### config.mk
export PLATFORM = sky130hd
export DESIGN_NAME = trip_flag_ctrl
export DESIGN_NICKNAME = d
export VERILOG_FILES = /design/src/rtl/trip_flag_pkg.sv /design/src/rtl/trip_reg_decode.sv /design/src/rtl/trip_latch.sv /design/src/rtl/trip_irq_gen.sv /design/src/rtl/trip_flag_ctrl.sv
export SDC_FILE = /design/constraint.sdc
export NUM_CORES = 1
export LEC_CHECK = 0
export ABC_AREA = 1
export CAP_MARGIN = 20
export CORE_MARGIN = 3
export CORE_UTILIZATION = 24
export CTS_CLUSTER_DIAMETER = 60
export CTS_CLUSTER_SIZE = 40
export DETAILED_ROUTE_END_ITERATION = 16
export HOLD_SLACK_MARGIN = 0.03
export PLACE_DENSITY = 0.84
export SYNTH_ARGS = -nofsm -noshare
export SYNTH_HDL_FRONTEND = slang
export SYNTH_SLANG_ARGS = --single-unit
### constraint.sdc
create_clock -name clk -period 0.8 [get_ports clk]
set_clock_uncertainty 0.1 [all_clocks]
set_input_delay 0.16 -clock clk [delete_from_list [all_inputs] [get_ports clk]]
set_output_delay 0.16 -clock clk [all_outputs]
set_load 0.05 [all_outputs]
### src/rtl/trip_flag_pkg.sv
package trip_flag_pkg;

  localparam int ADDR_FLAG = 0;
  localparam int ADDR_CLR  = 1;
  localparam int ADDR_FRC  = 2;

  localparam int POS_OST = 2;
  localparam int POS_CBC = 1;
  localparam int POS_INT = 0;
  localparam int NUM_FLAGS = 3;

  typedef struct packed {
    logic ost_frc;
    logic cbc_frc;
    logic ost_clr;
    logic cbc_clr;
    logic int_clr;
  } sw_cmd_t;

endpackage

### src/rtl/trip_reg_decode.sv
module trip_reg_decode
  import trip_flag_pkg::*;
#(
  parameter int DW = 16,
  parameter int AW = 2
) (
  input  logic                 wr_en_i,
  input  logic [AW-1:0]        addr_i,
  input  logic [DW-1:0]        wdata_i,
  input  logic [NUM_FLAGS-1:0] flags_i,
  output sw_cmd_t              cmd_o,
  output logic [DW-1:0]        rdata_o
);

  logic is_clr;
  logic is_frc;
  logic is_flag;
  logic wdata_unused;

  assign is_clr  = wr_en_i && (addr_i == AW'(ADDR_CLR));
  assign is_frc  = wr_en_i && (addr_i == AW'(ADDR_FRC));
  assign is_flag = (addr_i == AW'(ADDR_FLAG));

  assign wdata_unused = ^wdata_i[DW-1:NUM_FLAGS] ^ wdata_i[POS_INT];

  always_comb begin
    cmd_o         = '0;
    cmd_o.ost_clr = is_clr & wdata_i[POS_OST];
    cmd_o.cbc_clr = is_clr & wdata_i[POS_CBC];
    cmd_o.int_clr = is_clr & wdata_i[POS_INT];
    cmd_o.ost_frc = is_frc & wdata_i[POS_OST];
    cmd_o.cbc_frc = is_frc & wdata_i[POS_CBC];
  end

  always_comb begin
    rdata_o = '0;
    if (is_flag) begin
      rdata_o[NUM_FLAGS-1:0] = flags_i;
    end
  end

endmodule

### src/rtl/trip_latch.sv
module trip_latch #(
  parameter bit AUTO_CLR_EN = 1'b0
) (
  input  logic clk,
  input  logic rst_n,
  input  logic set_i,
  input  logic sw_clr_i,
  input  logic auto_clr_i,
  output logic flag_d_o,
  output logic flag_o
);

  logic flag_q;
  logic flag_d;
  logic clr_eff;
  logic upd_en;

  generate
    if (AUTO_CLR_EN) begin : g_auto
      assign clr_eff = sw_clr_i | auto_clr_i;
    end else begin : g_manual
      logic auto_unused;
      assign auto_unused = auto_clr_i;
      assign clr_eff     = sw_clr_i;
    end
  endgenerate

  always_comb begin
    flag_d = flag_q;
    if (clr_eff) flag_d = 1'b0;
    if (set_i)   flag_d = 1'b1;
  end

  assign upd_en = set_i | clr_eff;

  always_ff @(posedge clk or negedge rst_n) begin
    if (!rst_n) begin
      flag_q <= 1'b0;
    end else if (upd_en) begin
      flag_q <= flag_d;
    end
  end

  assign flag_d_o = flag_d;
  assign flag_o   = flag_q;


  set_wins_chk: assert property (@(posedge clk) disable iff (!rst_n)
    set_i |=> flag_o);


  latch_hold_chk: assert property (@(posedge clk) disable iff (!rst_n)
    (flag_o && !sw_clr_i && !(AUTO_CLR_EN && auto_clr_i)) |=> flag_o);

endmodule

### src/rtl/trip_irq_gen.sv
module trip_irq_gen (
  input  logic clk,
  input  logic rst_n,
  input  logic int_clr_i,
  input  logic trip_next_i,
  output logic int_o,
  output logic pulse_o
);

  logic int_q;
  logic pulse_q;
  logic int_eff;
  logic fire;
  logic int_d;

  always_comb begin
    int_eff = int_q & ~int_clr_i;
    fire    = ~int_eff & trip_next_i;
    int_d   = int_eff | fire;
  end

  always_ff @(posedge clk or negedge rst_n) begin
    if (!rst_n) begin
      int_q   <= 1'b0;
      pulse_q <= 1'b0;
    end else begin
      int_q   <= int_d;
      pulse_q <= fire;
    end
  end

  assign int_o   = int_q;
  assign pulse_o = pulse_q;


  pulse_flag_chk: assert property (@(posedge clk) disable iff (!rst_n)
    pulse_o |-> int_o);


  no_refire_chk: assert property (@(posedge clk) disable iff (!rst_n)
    (int_o && !int_clr_i) |=> !pulse_o);


  rearm_fire_chk: assert property (@(posedge clk) disable iff (!rst_n)
    (int_o && int_clr_i && trip_next_i) |=> (pulse_o && int_o));


  int_hold_chk: assert property (@(posedge clk) disable iff (!rst_n)
    (int_o && !int_clr_i) |=> int_o);

endmodule

### src/rtl/trip_flag_ctrl.sv
module trip_flag_ctrl
  import trip_flag_pkg::*;
#(
  parameter int DATA_W = 16,
  parameter int ADDR_W = 2
) (
  input  logic              clk,
  input  logic              rst_n,
  input  logic              reg_wr_en,
  input  logic [ADDR_W-1:0] reg_addr,
  input  logic [DATA_W-1:0] reg_wdata,
  output logic [DATA_W-1:0] reg_rdata,
  input  logic              trip_ost_in,
  input  logic              trip_cbc_in,
  input  logic              period_strobe,
  output logic              flag_ost,
  output logic              flag_cbc,
  output logic              flag_int,
  output logic              trip_irq
);

  logic                 rst_meta_n;
  logic                 rst_sync_n;
  sw_cmd_t              cmd;
  logic [NUM_FLAGS-1:0] flag_vec;
  logic                 ost_d;
  logic                 cbc_d;
  logic                 ost_q;
  logic                 cbc_q;
  logic                 int_q;
  logic                 irq_q;
  logic                 cbc_auto_clr;

  always_ff @(posedge clk or negedge rst_n) begin
    if (!rst_n) begin
      rst_meta_n <= 1'b0;
      rst_sync_n <= 1'b0;
    end else begin
      rst_meta_n <= 1'b1;
      rst_sync_n <= rst_meta_n;
    end
  end

  always_comb begin
    flag_vec          = '0;
    flag_vec[POS_OST] = ost_q;
    flag_vec[POS_CBC] = cbc_q;
    flag_vec[POS_INT] = int_q;
  end

  trip_reg_decode #(
    .DW (DATA_W),
    .AW (ADDR_W)
  ) u_decode (
    .wr_en_i (reg_wr_en),
    .addr_i  (reg_addr),
    .wdata_i (reg_wdata),
    .flags_i (flag_vec),
    .cmd_o   (cmd),
    .rdata_o (reg_rdata)
  );

  assign cbc_auto_clr = period_strobe & ~trip_cbc_in;

  trip_latch #(
    .AUTO_CLR_EN (1'b0)
  ) u_ost_latch (
    .clk        (clk),
    .rst_n      (rst_sync_n),
    .set_i      (trip_ost_in | cmd.ost_frc),
    .sw_clr_i   (cmd.ost_clr),
    .auto_clr_i (1'b0),
    .flag_d_o   (ost_d),
    .flag_o     (ost_q)
  );

  trip_latch #(
    .AUTO_CLR_EN (1'b1)
  ) u_cbc_latch (
    .clk        (clk),
    .rst_n      (rst_sync_n),
    .set_i      (trip_cbc_in | cmd.cbc_frc),
    .sw_clr_i   (cmd.cbc_clr),
    .auto_clr_i (cbc_auto_clr),
    .flag_d_o   (cbc_d),
    .flag_o     (cbc_q)
  );

  trip_irq_gen u_irq (
    .clk         (clk),
    .rst_n       (rst_sync_n),
    .int_clr_i   (cmd.int_clr),
    .trip_next_i (ost_d | cbc_d),
    .int_o       (int_q),
    .pulse_o     (irq_q)
  );

  assign flag_ost = ost_q;
  assign flag_cbc = cbc_q;
  assign flag_int = int_q;
  assign trip_irq = irq_q;


  cmd_reads_zero_chk: assert property (@(posedge clk) disable iff (!rst_sync_n)
    (reg_addr != ADDR_W'(ADDR_FLAG)) |-> (reg_rdata == '0));


  cbc_period_clr_chk: assert property (@(posedge clk) disable iff (!rst_sync_n)
    (period_strobe && !trip_cbc_in && !cmd.cbc_frc) |=> !flag_cbc);

endmodule

# Word-level counts from Yosys, hierarchy flattened
# Index checks and enable logic that the tools add are counted.
# op_classes
bitwise	18
n_mux	5
n_reduce_logical	3
n_eq_ne	2
# op_table
operator	n
$and 1x1->1	8
$or 1x1->1	7
$mux 1	4
$mux 3	1
$not 1->1	3
$eq 2x1->1 const B	1
$eq 2x2->1 const B	1
$logic_and 1x1->1	2
$logic_not 2->1	1
# word_totals
regBits	6
out_inout_bits	20
word_cells	34

# Logic depth before layout (Yosys ltp)
# logic_depth
word_depth	9
mapped_depth	7

# By module
# A second synthesis with hierarchy kept.
# hier_totals
cells_unflattened	67
area_unflattened_um2	442.9
# by_module_without_submodules
mod	cells_each	area_each_um2	instances	seq_area_each_um2
trip_reg_decode	33	180.2	1	0.0
trip_flag_ctrl	15	98.8	1	50.0
trip_irq_gen	7	73.8	1	50.0
trip_latch at u_ost_latch	6	46.3	1	25.0
trip_latch at u_cbc_latch	6	43.8	1	25.0

# Worst setup path after synthesis
# OpenSTA, ideal clock, no wires.
# synth_timing
path_kind	register -> output
start	reg u_cbc_latch.flag_q (netlist: u_cbc_latch.flag_o)
end	out reg_rdata[1]
n_path_buf	0
setup_slack_ns	-0.849
stages_incl_launch_ff	3
arrival_time_ns	1.389
path_cell_list	dfrtp_1 -> inv_1 -> nor2_1
# synth_between
elab_chain_cells	1
# synth_rtl
item	line	source
start, declared	trip_latch.sv:13	logic flag_q;
start signal, assigned	trip_latch.sv:40	flag_q <= flag_d;
$mux 3	trip_reg_decode.sv:37	if (is_flag) begin
end, declared	trip_flag_ctrl.sv:12	output logic [DATA_W-1:0] reg_rdata,
# No other way between the ends.

# Final worst setup path
# layout_timing
start	reg u_ost_latch.flag_q (netlist: u_ost_latch.flag_o)
end	out flag_ost
# layout_rtl
item	line	source
start, declared	trip_latch.sv:13	
start signal, assigned	trip_latch.sv:40	
end, declared	trip_flag_ctrl.sv:16	output logic flag_ost,
# No word-level cell between the ends.

==> flow_summary.ini <==
[synthesis]
syn_avg_cell_area_um2 = 7.68
synthTopCellsByArea = dfrtp_1 38%, buf_4 24%, inv_1 9.4%, nand2_1 4.7%, nand4_1 4.7%
syn_area_um2 = 399
synth_seq_cells = 6
ys_types = 13
synth_most_common_cell = buf_4
ys_seq_area_frac = 0.376
yosysTopAreaCell = dfrtp_1
synth_edf_count = 0
syn_inst = 52
ys_top_cells_by_count = 13 x buf_4, 10 x inv_1, 6 x dfrtp_1, 5 x nand2_1, 5 x nor2_1
synth_ff_type = dfrtp_1
synth_top_cell_area_share = 0.376
ys_warn_count = 0
synth-async-reset-ratio = 1.00

[clock_tree]
cts.clk_slew.worst_paths_ns = 0.05
cts_tree = done
cts_sinks = 6
cts_buffers = 3
insertion_delay_ns = 0.24
root_buffer = clkbuf_4
cts-htree-levels = 1
clockBufferDepth = 2

[layout]
stdcell_area_um2 = 741
multi_input_area_um2 = 186
layout.nets = 104
register_area_um2 = 155
diodes = 0
fin_util = 0.481
areaGrowthSynthToFinish_pct = 85.6
fillers = 131
drive_gt1_frac = 0.456

[placed_design]
post-dp-hpwl_um = 737
portBuffers = 17
place_congestion = 0.657
dp_slack_ns = -0.670
placed_area_um2 = 657

[power]
ir_worst_vdd_mv = 0.535
power_density_mw_per_mm2 = 1400
power_leakage_nw = 0.381
p_total_mw = 1.04

[floorplan]
fp.dieH_um = 46.8
core-area_mm2 = 0.00154
die_w_um = 46.8
row_count = 14
initial_core_util = 0.259
dieArea_mm2 = 0.00219
pin_count = 44

[detailed_routing]
totalWireLength_um = 857
drc = 0
wire_per_inst_um = 9.02
via_count = 366
via_per_inst = 3.85
firstDrtPassIters = 3
first_iter_violations = 8
ant_nets = 0

[sta]
post-route-period-util = 1.51
maxSlewViolCount = 0
fin_ws_ns = -0.405
hold_viol = 6
rsz0062_at_grt = yes
timing.hold.ws_ns = -0.0637
period_minus_slack_ns = 1.20
tns_ns = -3.46
setup_violations = 11
max_freq_mhz = 830

[outcome]
violations = hold timing, setup timing
status = complete, but fails checks

[setup_path]
crit_type = reg2out
regToRegSetupSlack_ns = -0.38
rr_worst_depth = 6
critPathMostFrequentCell = buf_12
critical-path-max-stage-delay_ns = 0.43
worstPathMaxFanout = 2
end_kind = primary output
cp_num_buf_inv = 2
r2r_start = u_ost_latch.flag_o
crit_chain = buf_12, buf_12
startpoint_type = flip-flop
crit_family = flip-flops
critical_path_arrival_ns = 0.94
cp_data_required_time_ns = 0.54
slowest_stage = dfrtp_2
reg2reg_to = u_irq.int_o

[grt]
grt_pass1_vias = 365
grt.overflow.total = 0
grt_pass1_wl_um = 1340
antenna_found_initial = 0
grt_max_degree = 5
track_usage = 0.0909

[job]
cap_violations = 0

[min_path]
min_path_type = reg2async
==> logic make-up after synthesis <==
| group | synth area share |
|---|---|
| compound gates | 0.0345 |
| buf+inv | 0.357 |
| flops | 0.376 |
| other cells | 0.0188 |
| simple gates | 0.213 |
==> repair_timing <==
item / 4_1_cts / 5_1_grt
endpoints found under the setup margin: 11 / 11
hold endpoints to repair: 6 / 6
pin swaps: 7 / 4
resized for setup: 9 / 1
setup buffers: 4 / 0
==> worst register-to-register path, stage by stage (launching register included) <==
cell	delay (ns)
dfrtp_2	0.43
buf_12	0.14
buf_6	0.10
o21ai_2	0.05
nand2_2	0.09
nor2_4	0.09
nand2_1	0.05
==> per-layer routing <==
metal / up-vias / track usage / part of all wire
met5: - / 0 / 0
li1: 179 / - / -
met1: 164 / 0.0729 / 0.29
met3: 4 / 0.0345 / 0.065
met2: 19 / 0.173 / 0.61
met4: 0 / 0.0663 / 0.033
==> how the worst max path moves through the flow <==
stage / from / endpoint / slack (ns) / depth (start not counted)
5_1_grt: u_ost_latch.flag_o / reg_rdata[2] / -0.43 / 3
4_1_cts: u_irq.int_o / reg_rdata[0] / -0.42 / 3
2_1_floorplan: u_ost_latch.flag_o / reg_rdata[2] / -0.32 / 2
3_5_place_dp: reg_addr[0] / u_irq.int_o / -0.67 / 7
3_3_place_gp: reg_addr[1] / reg_rdata[0] / -0.62 / 5
6_report: u_ost_latch.flag_o / flag_ost / -0.40 / 2
==> cells in the final DEF, fill, tap and decap left out, types with 2 or more instances in the layout <==
master / n
nor2_1: 2
nand4_1: 3
inv_2: 6
buf_6: 2
dlygate4sd2_1: 4
clkdlybuf4s50_1: 6
buf_4: 4
buf_12: 8
clkbuf_4: 3
nand2_1: 4
dfrtp_1: 2
nand2_2: 2
conb_1: 14
inv_1: 6
nor2_4: 4
dfrtp_2: 4
==> cell type report <==
type                    count  area share
repair buffers             24       0.416
multi-input cells          33       0.252
flip-flops and latches      6       0.209
inverters                  12      0.0608
clock buffers               4      0.0355
well taps                  16      0.0270
==> report_power, final <==
group          leakage (nW)  internal [mW]  switching, mW
registers            0.0625          0.318         0.0106
clock network        0.0150          0.189          0.107
logic                 0.304          0.147          0.267
total                 0.381          0.653          0.385
==> sequential cells by signal, summed over array words and instances (netlist names) <==
| register | cells |
|---|---|
| u_irq.int_o | 1 |
| rst_meta_n | 1 |
| u_ost_latch.flag_o | 1 |
| u_cbc_latch.flag_o | 1 |
| rst_sync_n | 1 |
| u_irq.pulse_o | 1 |
==> through the flow <==
stage               instances  hold WS, ns
floorplan                  64       -0.236
global placement           87      -0.0499
detailed placement         87      -0.0430
CTS                        95      -0.0553
global route               95      -0.0401
finish                     95      -0.0637
Note: power is estimated with default switching activity, not from simulation.
